**config.mk**
```make
export PLATFORM = sky130hd
export DESIGN_NAME = csr_window
export DESIGN_NICKNAME = d
export VERILOG_FILES = /design/src/rtl/csrw_pkg.sv /design/src/rtl/csrw_index.sv /design/src/rtl/csrw_ctl.sv /design/src/rtl/csrw_bcr_bank.sv /design/src/rtl/csr_window.sv
export SDC_FILE = /design/constraint.sdc
export NUM_CORES = 1
export LEC_CHECK = 0
export BUFFER_PORTS_ARGS = -buffer_cell sky130_fd_sc_hd__buf_4
export CAP_MARGIN = 20
export CORE_MARGIN = 4
export CORE_UTILIZATION = 35
export DETAILED_ROUTE_END_ITERATION = 8
export GPL_TIMING_DRIVEN = 0
export PLACE_DENSITY = 0.54
export SLEW_MARGIN = 20
export SYNTH_ARGS = -nofsm -noshare
export SYNTH_HDL_FRONTEND = slang
export SYNTH_SLANG_ARGS = --single-unit
```
**constraint.sdc**
```tcl
create_clock -name clk -period 22.3 [get_ports clk]
set_input_delay 4.46 -clock clk [delete_from_list [all_inputs] [get_ports clk]]
set_output_delay 4.46 -clock clk [all_outputs]
set_load 0.03 [all_outputs]
```
**src/rtl/csrw_pkg.sv**
```systemverilog
package csrw_pkg;
  // Window offsets (byte addresses)
  localparam logic [7:0] OFS_CSR_DATA  = 8'h10;
  localparam logic [7:0] OFS_INDEX     = 8'h12;
  localparam logic [7:0] OFS_RESET     = 8'h14;
  localparam logic [7:0] OFS_BCFG_DATA = 8'h16;

  // Control-bank indices with behaviour
  localparam int IDX_CTRL  = 0;
  localparam int IDX_IB_LO = 1;
  localparam int IDX_IB_HI = 2;
  localparam int IDX_ID_LO = 88;
  localparam int IDX_ID_HI = 89;

  // Control word bit positions
  localparam int B_INIT  = 0;
  localparam int B_START = 1;
  localparam int B_STOP  = 2;
  localparam int B_TDMD  = 3;
  localparam int B_IDONE = 8;

  localparam logic [11:0] ID_TAG = 12'h003;
endpackage

```
**src/rtl/csrw_index.sv**
```systemverilog
module csrw_index #(
  parameter int IDX_W = 7
) (
  input  logic             clk,
  input  logic             rst_n,
  input  logic             clr_i,
  input  logic             we_i,
  input  logic [IDX_W-1:0] wdata_i,
  output logic [IDX_W-1:0] idx_o
);
  logic [IDX_W-1:0] idx_q, idx_n;

  always_comb begin
    idx_n = idx_q;
    if (clr_i)     idx_n = '0;
    else if (we_i) idx_n = wdata_i;
  end

  always_ff @(posedge clk or negedge rst_n) begin
    if (!rst_n) idx_q <= '0;
    else        idx_q <= idx_n;
  end

  assign idx_o = idx_q;


  idx_hold_chk: assert property (@(posedge clk) disable iff (!rst_n)
    we_i |=> (idx_q == $past(wdata_i)));
endmodule

```
**src/rtl/csrw_ctl.sv**
```systemverilog
module csrw_ctl
  import csrw_pkg::*;
(
  input  logic        clk,
  input  logic        rst_n,
  input  logic        clr_i,
  input  logic        we_i,
  input  logic        cmd_init_i,
  input  logic        cmd_start_i,
  input  logic        cmd_stop_i,
  input  logic        cmd_tdmd_i,
  input  logic        cmd_clr_done_i,
  input  logic        done_i,
  output logic [15:0] word_o,
  output logic        init_req_o,
  output logic        start_o,
  output logic        tx_demand_o
);
  logic init_q, start_q, stop_q, tdmd_q, done_q, ireq_q, spul_q;
  logic init_n, start_n, stop_n, tdmd_n, done_n, ireq_n, spul_n;

  always_comb begin
    init_n  = init_q;
    start_n = start_q;
    stop_n  = stop_q;
    done_n  = done_q;
    tdmd_n  = 1'b0;
    ireq_n  = 1'b0;
    spul_n  = 1'b0;
    if (clr_i) begin
      init_n  = 1'b0;
      start_n = 1'b0;
      stop_n  = 1'b1;
      done_n  = 1'b0;
    end else begin
      if (we_i && cmd_clr_done_i) done_n = 1'b0;
      if (done_i) begin
        done_n = 1'b1;
        init_n = 1'b0;
      end
      if (we_i && cmd_stop_i) begin
        init_n  = 1'b0;
        start_n = 1'b0;
        stop_n  = 1'b1;
      end else if (we_i) begin
        if (cmd_init_i) begin
          init_n = 1'b1;
          stop_n = 1'b0;
          ireq_n = 1'b1;
        end
        if (cmd_start_i) begin
          start_n = 1'b1;
          stop_n  = 1'b0;
          spul_n  = 1'b1;
        end
        if (cmd_tdmd_i && !tdmd_q && !stop_q) tdmd_n = 1'b1;
      end
    end
  end

  always_ff @(posedge clk or negedge rst_n) begin
    if (!rst_n) begin
      init_q  <= 1'b0;
      start_q <= 1'b0;
      stop_q  <= 1'b1;
      tdmd_q  <= 1'b0;
      done_q  <= 1'b0;
      ireq_q  <= 1'b0;
      spul_q  <= 1'b0;
    end else begin
      init_q  <= init_n;
      start_q <= start_n;
      stop_q  <= stop_n;
      tdmd_q  <= tdmd_n;
      done_q  <= done_n;
      ireq_q  <= ireq_n;
      spul_q  <= spul_n;
    end
  end

  always_comb begin
    word_o          = '0;
    word_o[B_INIT]  = init_q;
    word_o[B_START] = start_q;
    word_o[B_STOP]  = stop_q;
    word_o[B_TDMD]  = tdmd_q;
    word_o[B_IDONE] = done_q;
  end

  assign init_req_o  = ireq_q;
  assign start_o     = spul_q;
  assign tx_demand_o = tdmd_q;


  init_pulse_run_chk: assert property (@(posedge clk) disable iff (!rst_n)
    ireq_q |-> !stop_q);

  tdmd_single_chk: assert property (@(posedge clk) disable iff (!rst_n)
    tdmd_q |=> !tdmd_q);

  stop_wins_chk: assert property (@(posedge clk) disable iff (!rst_n)
    (we_i && cmd_stop_i) |=> (stop_q && !start_q && !init_q && !spul_q && !ireq_q));

  done_sticky_chk: assert property (@(posedge clk) disable iff (!rst_n)
    (done_q && !(we_i && cmd_clr_done_i) && !clr_i) |=> done_q);
endmodule

```
**src/rtl/csrw_bcr_bank.sv**
```systemverilog
module csrw_bcr_bank #(
  parameter int NUM_BCR = 32,
  parameter int IDX_W   = 7
) (
  input  logic             clk,
  input  logic             rst_n,
  input  logic             clr_i,
  input  logic             we_i,
  input  logic [IDX_W-1:0] idx_i,
  input  logic [15:0]      wdata_i,
  output logic [15:0]      rdata_o
);
  logic [15:0] reg_q [NUM_BCR];

  for (genvar g = 0; g < NUM_BCR; g++) begin : g_reg
    logic        hit;
    logic [15:0] nxt;
    assign hit = we_i && (int'(idx_i) == g);
    always_comb begin
      nxt = reg_q[g];
      if (clr_i)    nxt = '0;
      else if (hit) nxt = wdata_i;
    end
    always_ff @(posedge clk or negedge rst_n) begin
      if (!rst_n) reg_q[g] <= '0;
      else        reg_q[g] <= nxt;
    end
  end

  always_comb begin
    rdata_o = '0;
    for (int i = 0; i < NUM_BCR; i++)
      if (int'(idx_i) == i) rdata_o = reg_q[i];
  end


  bcr_clear_chk: assert property (@(posedge clk) disable iff (!rst_n)
    clr_i |=> (reg_q[0] == 16'h0));
endmodule

```
**src/rtl/csr_window.sv**
```systemverilog
module csr_window
  import csrw_pkg::*;
#(
  parameter int          ADDR_W    = 5,
  parameter int          IDX_W     = 7,
  parameter int          NUM_BCR   = 32,
  parameter logic [15:0] PART_CODE = 16'h1A5C
) (
  input  logic              clk,
  input  logic              rst_n,
  input  logic              bus_en,
  input  logic              bus_wr,
  input  logic [ADDR_W-1:0] bus_addr,
  input  logic [15:0]       bus_wdata,
  output logic [15:0]       bus_rdata,
  input  logic              init_done_i,
  output logic              init_req_o,
  output logic              start_o,
  output logic              tx_demand_o,
  output logic              soft_rst_o,
  output logic [31:0]       ib_addr_o
);
  localparam logic [31:0] ID_WORD = {4'h0, PART_CODE, ID_TAG};

  // Reset: asserted asynchronously, released on a clock edge
  logic [1:0] rsync_q;
  logic       rst_n_int;
  always_ff @(posedge clk or negedge rst_n) begin
    if (!rst_n) rsync_q <= 2'b00;
    else        rsync_q <= {rsync_q[0], 1'b1};
  end
  assign rst_n_int = rsync_q[1];

  // Decode
  logic sel_csr, sel_idx, sel_rst, sel_bcfg;
  logic wr_csr, wr_idx, wr_bcfg, soft_clr;
  assign sel_csr  = bus_en && (bus_addr == ADDR_W'(OFS_CSR_DATA));
  assign sel_idx  = bus_en && (bus_addr == ADDR_W'(OFS_INDEX));
  assign sel_rst  = bus_en && (bus_addr == ADDR_W'(OFS_RESET));
  assign sel_bcfg = bus_en && (bus_addr == ADDR_W'(OFS_BCFG_DATA));
  assign wr_csr   = sel_csr  && bus_wr;
  assign wr_idx   = sel_idx  && bus_wr;
  assign wr_bcfg  = sel_bcfg && bus_wr;
  assign soft_clr = sel_rst  && !bus_wr;

  logic [IDX_W-1:0] idx;
  csrw_index #(.IDX_W(IDX_W)) u_index (
    .clk(clk), .rst_n(rst_n_int), .clr_i(soft_clr), .we_i(wr_idx),
    .wdata_i(bus_wdata[IDX_W-1:0]), .idx_o(idx)
  );

  logic at_ctrl, at_iblo, at_ibhi, at_idlo, at_idhi;
  assign at_ctrl = (idx == IDX_W'(IDX_CTRL));
  assign at_iblo = (idx == IDX_W'(IDX_IB_LO));
  assign at_ibhi = (idx == IDX_W'(IDX_IB_HI));
  assign at_idlo = (idx == IDX_W'(IDX_ID_LO));
  assign at_idhi = (idx == IDX_W'(IDX_ID_HI));

  logic [15:0] ctl_word;
  csrw_ctl u_ctl (
    .clk(clk), .rst_n(rst_n_int), .clr_i(soft_clr),
    .we_i(wr_csr && at_ctrl),
    .cmd_init_i(bus_wdata[B_INIT]), .cmd_start_i(bus_wdata[B_START]),
    .cmd_stop_i(bus_wdata[B_STOP]), .cmd_tdmd_i(bus_wdata[B_TDMD]),
    .cmd_clr_done_i(bus_wdata[B_IDONE]), .done_i(init_done_i),
    .word_o(ctl_word), .init_req_o(init_req_o), .start_o(start_o),
    .tx_demand_o(tx_demand_o)
  );

  logic [15:0] bcfg_rd;
  csrw_bcr_bank #(.NUM_BCR(NUM_BCR), .IDX_W(IDX_W)) u_bcr (
    .clk(clk), .rst_n(rst_n_int), .clr_i(soft_clr), .we_i(wr_bcfg),
    .idx_i(idx), .wdata_i(bus_wdata), .rdata_o(bcfg_rd)
  );

  // Init-block address halves
  logic [15:0] iblo_q, ibhi_q, iblo_n, ibhi_n;
  always_comb begin
    iblo_n = iblo_q;
    ibhi_n = ibhi_q;
    if (soft_clr) begin
      iblo_n = '0;
      ibhi_n = '0;
    end else begin
      if (wr_csr && at_iblo) iblo_n = bus_wdata;
      if (wr_csr && at_ibhi) ibhi_n = bus_wdata;
    end
  end

  logic srst_q;
  always_ff @(posedge clk or negedge rst_n_int) begin
    if (!rst_n_int) begin
      iblo_q <= '0;
      ibhi_q <= '0;
      srst_q <= 1'b0;
    end else begin
      iblo_q <= iblo_n;
      ibhi_q <= ibhi_n;
      srst_q <= soft_clr;
    end
  end

  assign ib_addr_o  = {ibhi_q, iblo_q};
  assign soft_rst_o = srst_q;

  // Read path
  logic [15:0] csr_rd;
  always_comb begin
    csr_rd = '0;
    if (at_ctrl)      csr_rd = ctl_word;
    else if (at_iblo) csr_rd = iblo_q;
    else if (at_ibhi) csr_rd = ibhi_q;
    else if (at_idlo) csr_rd = ID_WORD[15:0];
    else if (at_idhi) csr_rd = ID_WORD[31:16];
  end

  always_comb begin
    bus_rdata = '0;
    if (bus_en && !bus_wr) begin
      if (sel_csr)       bus_rdata = csr_rd;
      else if (sel_idx)  bus_rdata = 16'(idx);
      else if (sel_bcfg) bus_rdata = bcfg_rd;
    end
  end


  soft_rst_state_chk: assert property (@(posedge clk) disable iff (!rst_n_int)
    srst_q |-> (ctl_word == 16'h0004 && ib_addr_o == 32'h0));

  ib_write_chk: assert property (@(posedge clk) disable iff (!rst_n_int)
    (wr_csr && at_iblo) |=> (ib_addr_o[15:0] == $past(bus_wdata)));
endmodule

```
==> out/results.tsv <==
stage	metric	value	unit
status	status	complete, no violations	
global_route	largest net degree at the start of global routing	54	
worst_setup_path	worst r2r path cells	9	
layout	most common cell after layout, fill and taps aside	nand2_1	
timing	Clock Skew	22.8	ps
worst_setup_path	CP max stage cell	nor3b_1	
layout	layout cells sized above 1	0.0990	
worst_setup_path	CP startpoint kind	input port	
global_route	total gr overflow	0	
worst_setup_path	WP data arrival	7880	ps
timing	min Tclk post-route	12340	ps
worst_setup_path	CP max FO	10	
layout	Final #Nets	3537	
timing	Max Clock Freq	0.0811	GHz
global_route	first-pass GRT wire length	202000	um
die	Initial Utilization	0.354	
timing	final setup margin	9960	ps
power_and_ir_drop	VDD IR max	0.0000532	V
power_and_ir_drop	Cell Pwr Density	77.4	nW/um^2
min_path	critical hold path startpoint	rsync_q[0]	
global_route	number of global-route vias before repair	26717	
clock_tree	Clk Latency, worst-skew pair	630	ps
layout	non-filler instance count after layout	4609	
logic_synthesis	syn avg cell area	8.30	um^2
route	Antenna Violating Nets Remaining	0	
die	I/O pins	78	
worst_setup_path	CP endpoint kind	output port	
clock_tree	H-tree lvl count	3	
layout	Area growth syn-to-layout	15.3	%
timing	final worst path period share	0.553	
worst_setup_path	CP Buf/Inv Count	3	
placed_design	pre-CTS worst setup slack	10130	ps
logic_synthesis	area of the mapped netlist	27900	um^2
min_path	Tightest Hold Check Type	flip-flop to flip-flop	
worst_setup_path	FF-to-FF End	u_bcr.reg_q[295]	
logic_synthesis	prevailing post-synth register cell	dfrtp_1	
die	die width	291	um
timing	hold_ws	348	ps
placed_design	Placed Cells	4491	
clock_tree	clk sinks	561	
placed_design	hpwl dp	102000	um
timing	worst-margin pin slew	1260	ps
worst_setup_path	family with the most delay on the worst path	simple AND/OR/NAND/NOR gates	
clock_tree	CTS tree	built	
route	Pre-Repair DR Iteration Count	7	
logic_synthesis	number of synthesized register bits	561	
route	residual DRC count	0	
logic_synthesis	Syn Nets	3393	
timing	RSZ-0062 raised after global routing	false	
placed_design	Port Buffer Count	61	
worst_setup_path	WP data required	17840	ps
layout	most frequent cells in the layout	nand2_1, a21oi_1, dfrtp_1, clkbuf_1, nor2_1	
timing	final setup fails	0	
min_path	hold path endpoint	rsync_q[1]	
worst_setup_path	CP Cell Sequence	buf_4, nor3b_1, nand3b_1, nor2_1, clkbuf_1, nor2_1, a21oi_1, o21ai_0, a41oi_1, buf_4	
die	Core Rows	103	
route	vias per cell	6.15	
clock_tree	CTS Buf Count	67	
logic_synthesis	number of library cell types mapped by synthesis	75	
die	core area	79000	um^2
logic_synthesis	top-area cell type share of the netlist area	0.502	
logic_synthesis	Async SR Flop Fraction	1.00	
worst_setup_path	R2R Path Start	u_index.idx_o[0]	
flow_run	Max Cap Violations	0	
timing	Pins Over Slew Limit	0	
clock_tree	# hold bufs at CTS	0	
worst_setup_path	Crit path largest cell delay	540	ps
logic_synthesis	Synth area leaders	dfrtp_1, nand2_1, a21oi_1, mux4_2, clkbuf_1	
clock_tree	clock slew at reported path FFs	50	ps
die	Vert. Die Dim	291	um
global_route	initial antenna violation count	5	
logic_synthesis	post-synthesis sequential area ratio	0.503	
worst_setup_path	R2R setup slack	17880	ps
logic_synthesis	area leader, netlist	dfrtp_1	
timing	final hold violation count	0	
worst_setup_path	Setup Crit Path Kind	input port to output port	
placed_design	routability congestion estimate from global placement	1.07	
power_and_ir_drop	leakage	0.0132	uW
min_path	hold path depth	0	
clock_tree	Post-CTS Setup Bufs	0	
route	Detailed Route Iter0 Violations	4546	
clock_tree	post_cts resized	0	
clock_tree	Root Buffer	clkbuf_16	
timing	Worst slew margin	0.158	
global_route	Total GRT Usage	0.327	
die	die area	84400	um^2
clock_tree	CTS Buffer Depth	3	
logic_synthesis	EDFF count, synth	0	
route	Via Count	28323	
logic_synthesis	Synth Instances	3367	
route	WL/cell	30.9	um
route	total routed wirelength	143000	um
logic_synthesis	number of synthesis warnings	0	
==> how the worst max path moves through the flow <==
stage / endpoint / start / cells past startpoint
after global routing: bus_rdata[15] / bus_addr[0] / 10
after global placement: u_bcr.reg_q[206] / rsync_q[1] / 0
after floorplan: ibhi_q[0] / rsync_q[1] / 0
after detailed placement: bus_rdata[15] / bus_addr[0] / 10
final: bus_rdata[15] / bus_addr[0] / 10
after CTS: bus_rdata[15] / bus_addr[0] / 10
==> where the power goes <==
| group | leakage, uW | internal, uW | total [uW] | switching, uW |
|---|---|---|---|---|
| combinational | 0.00432 | 71.8 | 339 | 267 |
| sequential | 0.00781 | 1030 | 1040 | 12.5 |
| clock | 0.00106 | 642 | 1110 | 471 |
| total | 0.0132 | 1740 | 2490 | 750 |
==> cell families (layout without fill, tap and decap cells) <==
logic type,count (synthesis),count (layout),share of synthesized area
buffers and inverters,309,498,0.0474
AOI/OAI and AO/OA,960,960,0.194
and+or+nand+nor,1444,1444,0.208
other,1,4,0.000134
muxes,92,92,0.0480
DFF,561,561,0.503
==> through the flow <==
| stage | instance area (um^2) | TNS [ps] | power [uW] | utilization |
|---|---|---|---|---|
| final | 32200 | 0 | 2490 | 0.408 |
| after global placement | 29700 | -1406240 | 1370 | 0.376 |
| after detailed placement | 30000 | 0 | 1380 | 0.380 |
| after global routing | 32200 | 0 | 2530 | 0.408 |
| after floorplan | 27900 | 0 | 1210 | - |
| after CTS | 32200 | 0 | 2470 | 0.407 |
==> state kept, by name (all words and copies together) (netlist names) <==
signal	count
u_bcr.reg_q	512
ibhi_q	16
iblo_q	16
u_index.idx_o	7
rsync_q	2
soft_rst_o	1
u_ctl.done_q	1
u_ctl.init_q	1
u_ctl.init_req_o	1
u_ctl.start_o	1
u_ctl.start_q	1
u_ctl.stop_q	1
u_ctl.tx_demand_o	1
==> routing by layer <==
layer  wire length, um  global-route usage
met5                42                   0
met4             11600               0.216
met3             17200              0.0868
met2             58700               0.460
met1             55100               0.443
==> worst reg2reg max path: stages, from the launching register on <==
cell and delay (ps):
dfrtp_1 320, buf_2 230, nor2b_1 240, buf_2 420, buf_1 940, buf_1 950
nand3_1 580, clkbuf_1 370, nand2_1 130, a21oi_1 70
==> layout make-up <==
class,count,area (um^2)
clock inverter,16,170
clock buffer,98,1990
timing repair buffer,75,779
buffer,299,1290
inverter,10,37.5
multi-input combinational,2497,12600
antenna,3,7.51
fill,8098,46800
tap,1050,1310
sequential,561,14000
==> synth_stat cells, types with 9 or more instances <==
master and instances:
nand2b_1 9, mux4_2 32, a211oi_1 9, o21a_1 10, clkbuf_1 190, nand2_1 1196, dfrtp_1 560, nor2_1 108
a21oi_1 643, nand3_1 38, o21ai_0 98, a31oi_1 28, a22oi_1 26, o22ai_1 30, a221o_1 9, o211ai_1 10
buf_2 81, nor3_1 23, buf_1 16, o221ai_1 10, a221oi_1 24, mux2_2 16, mux2i_1 44
(Power assumes the default switching activity.)
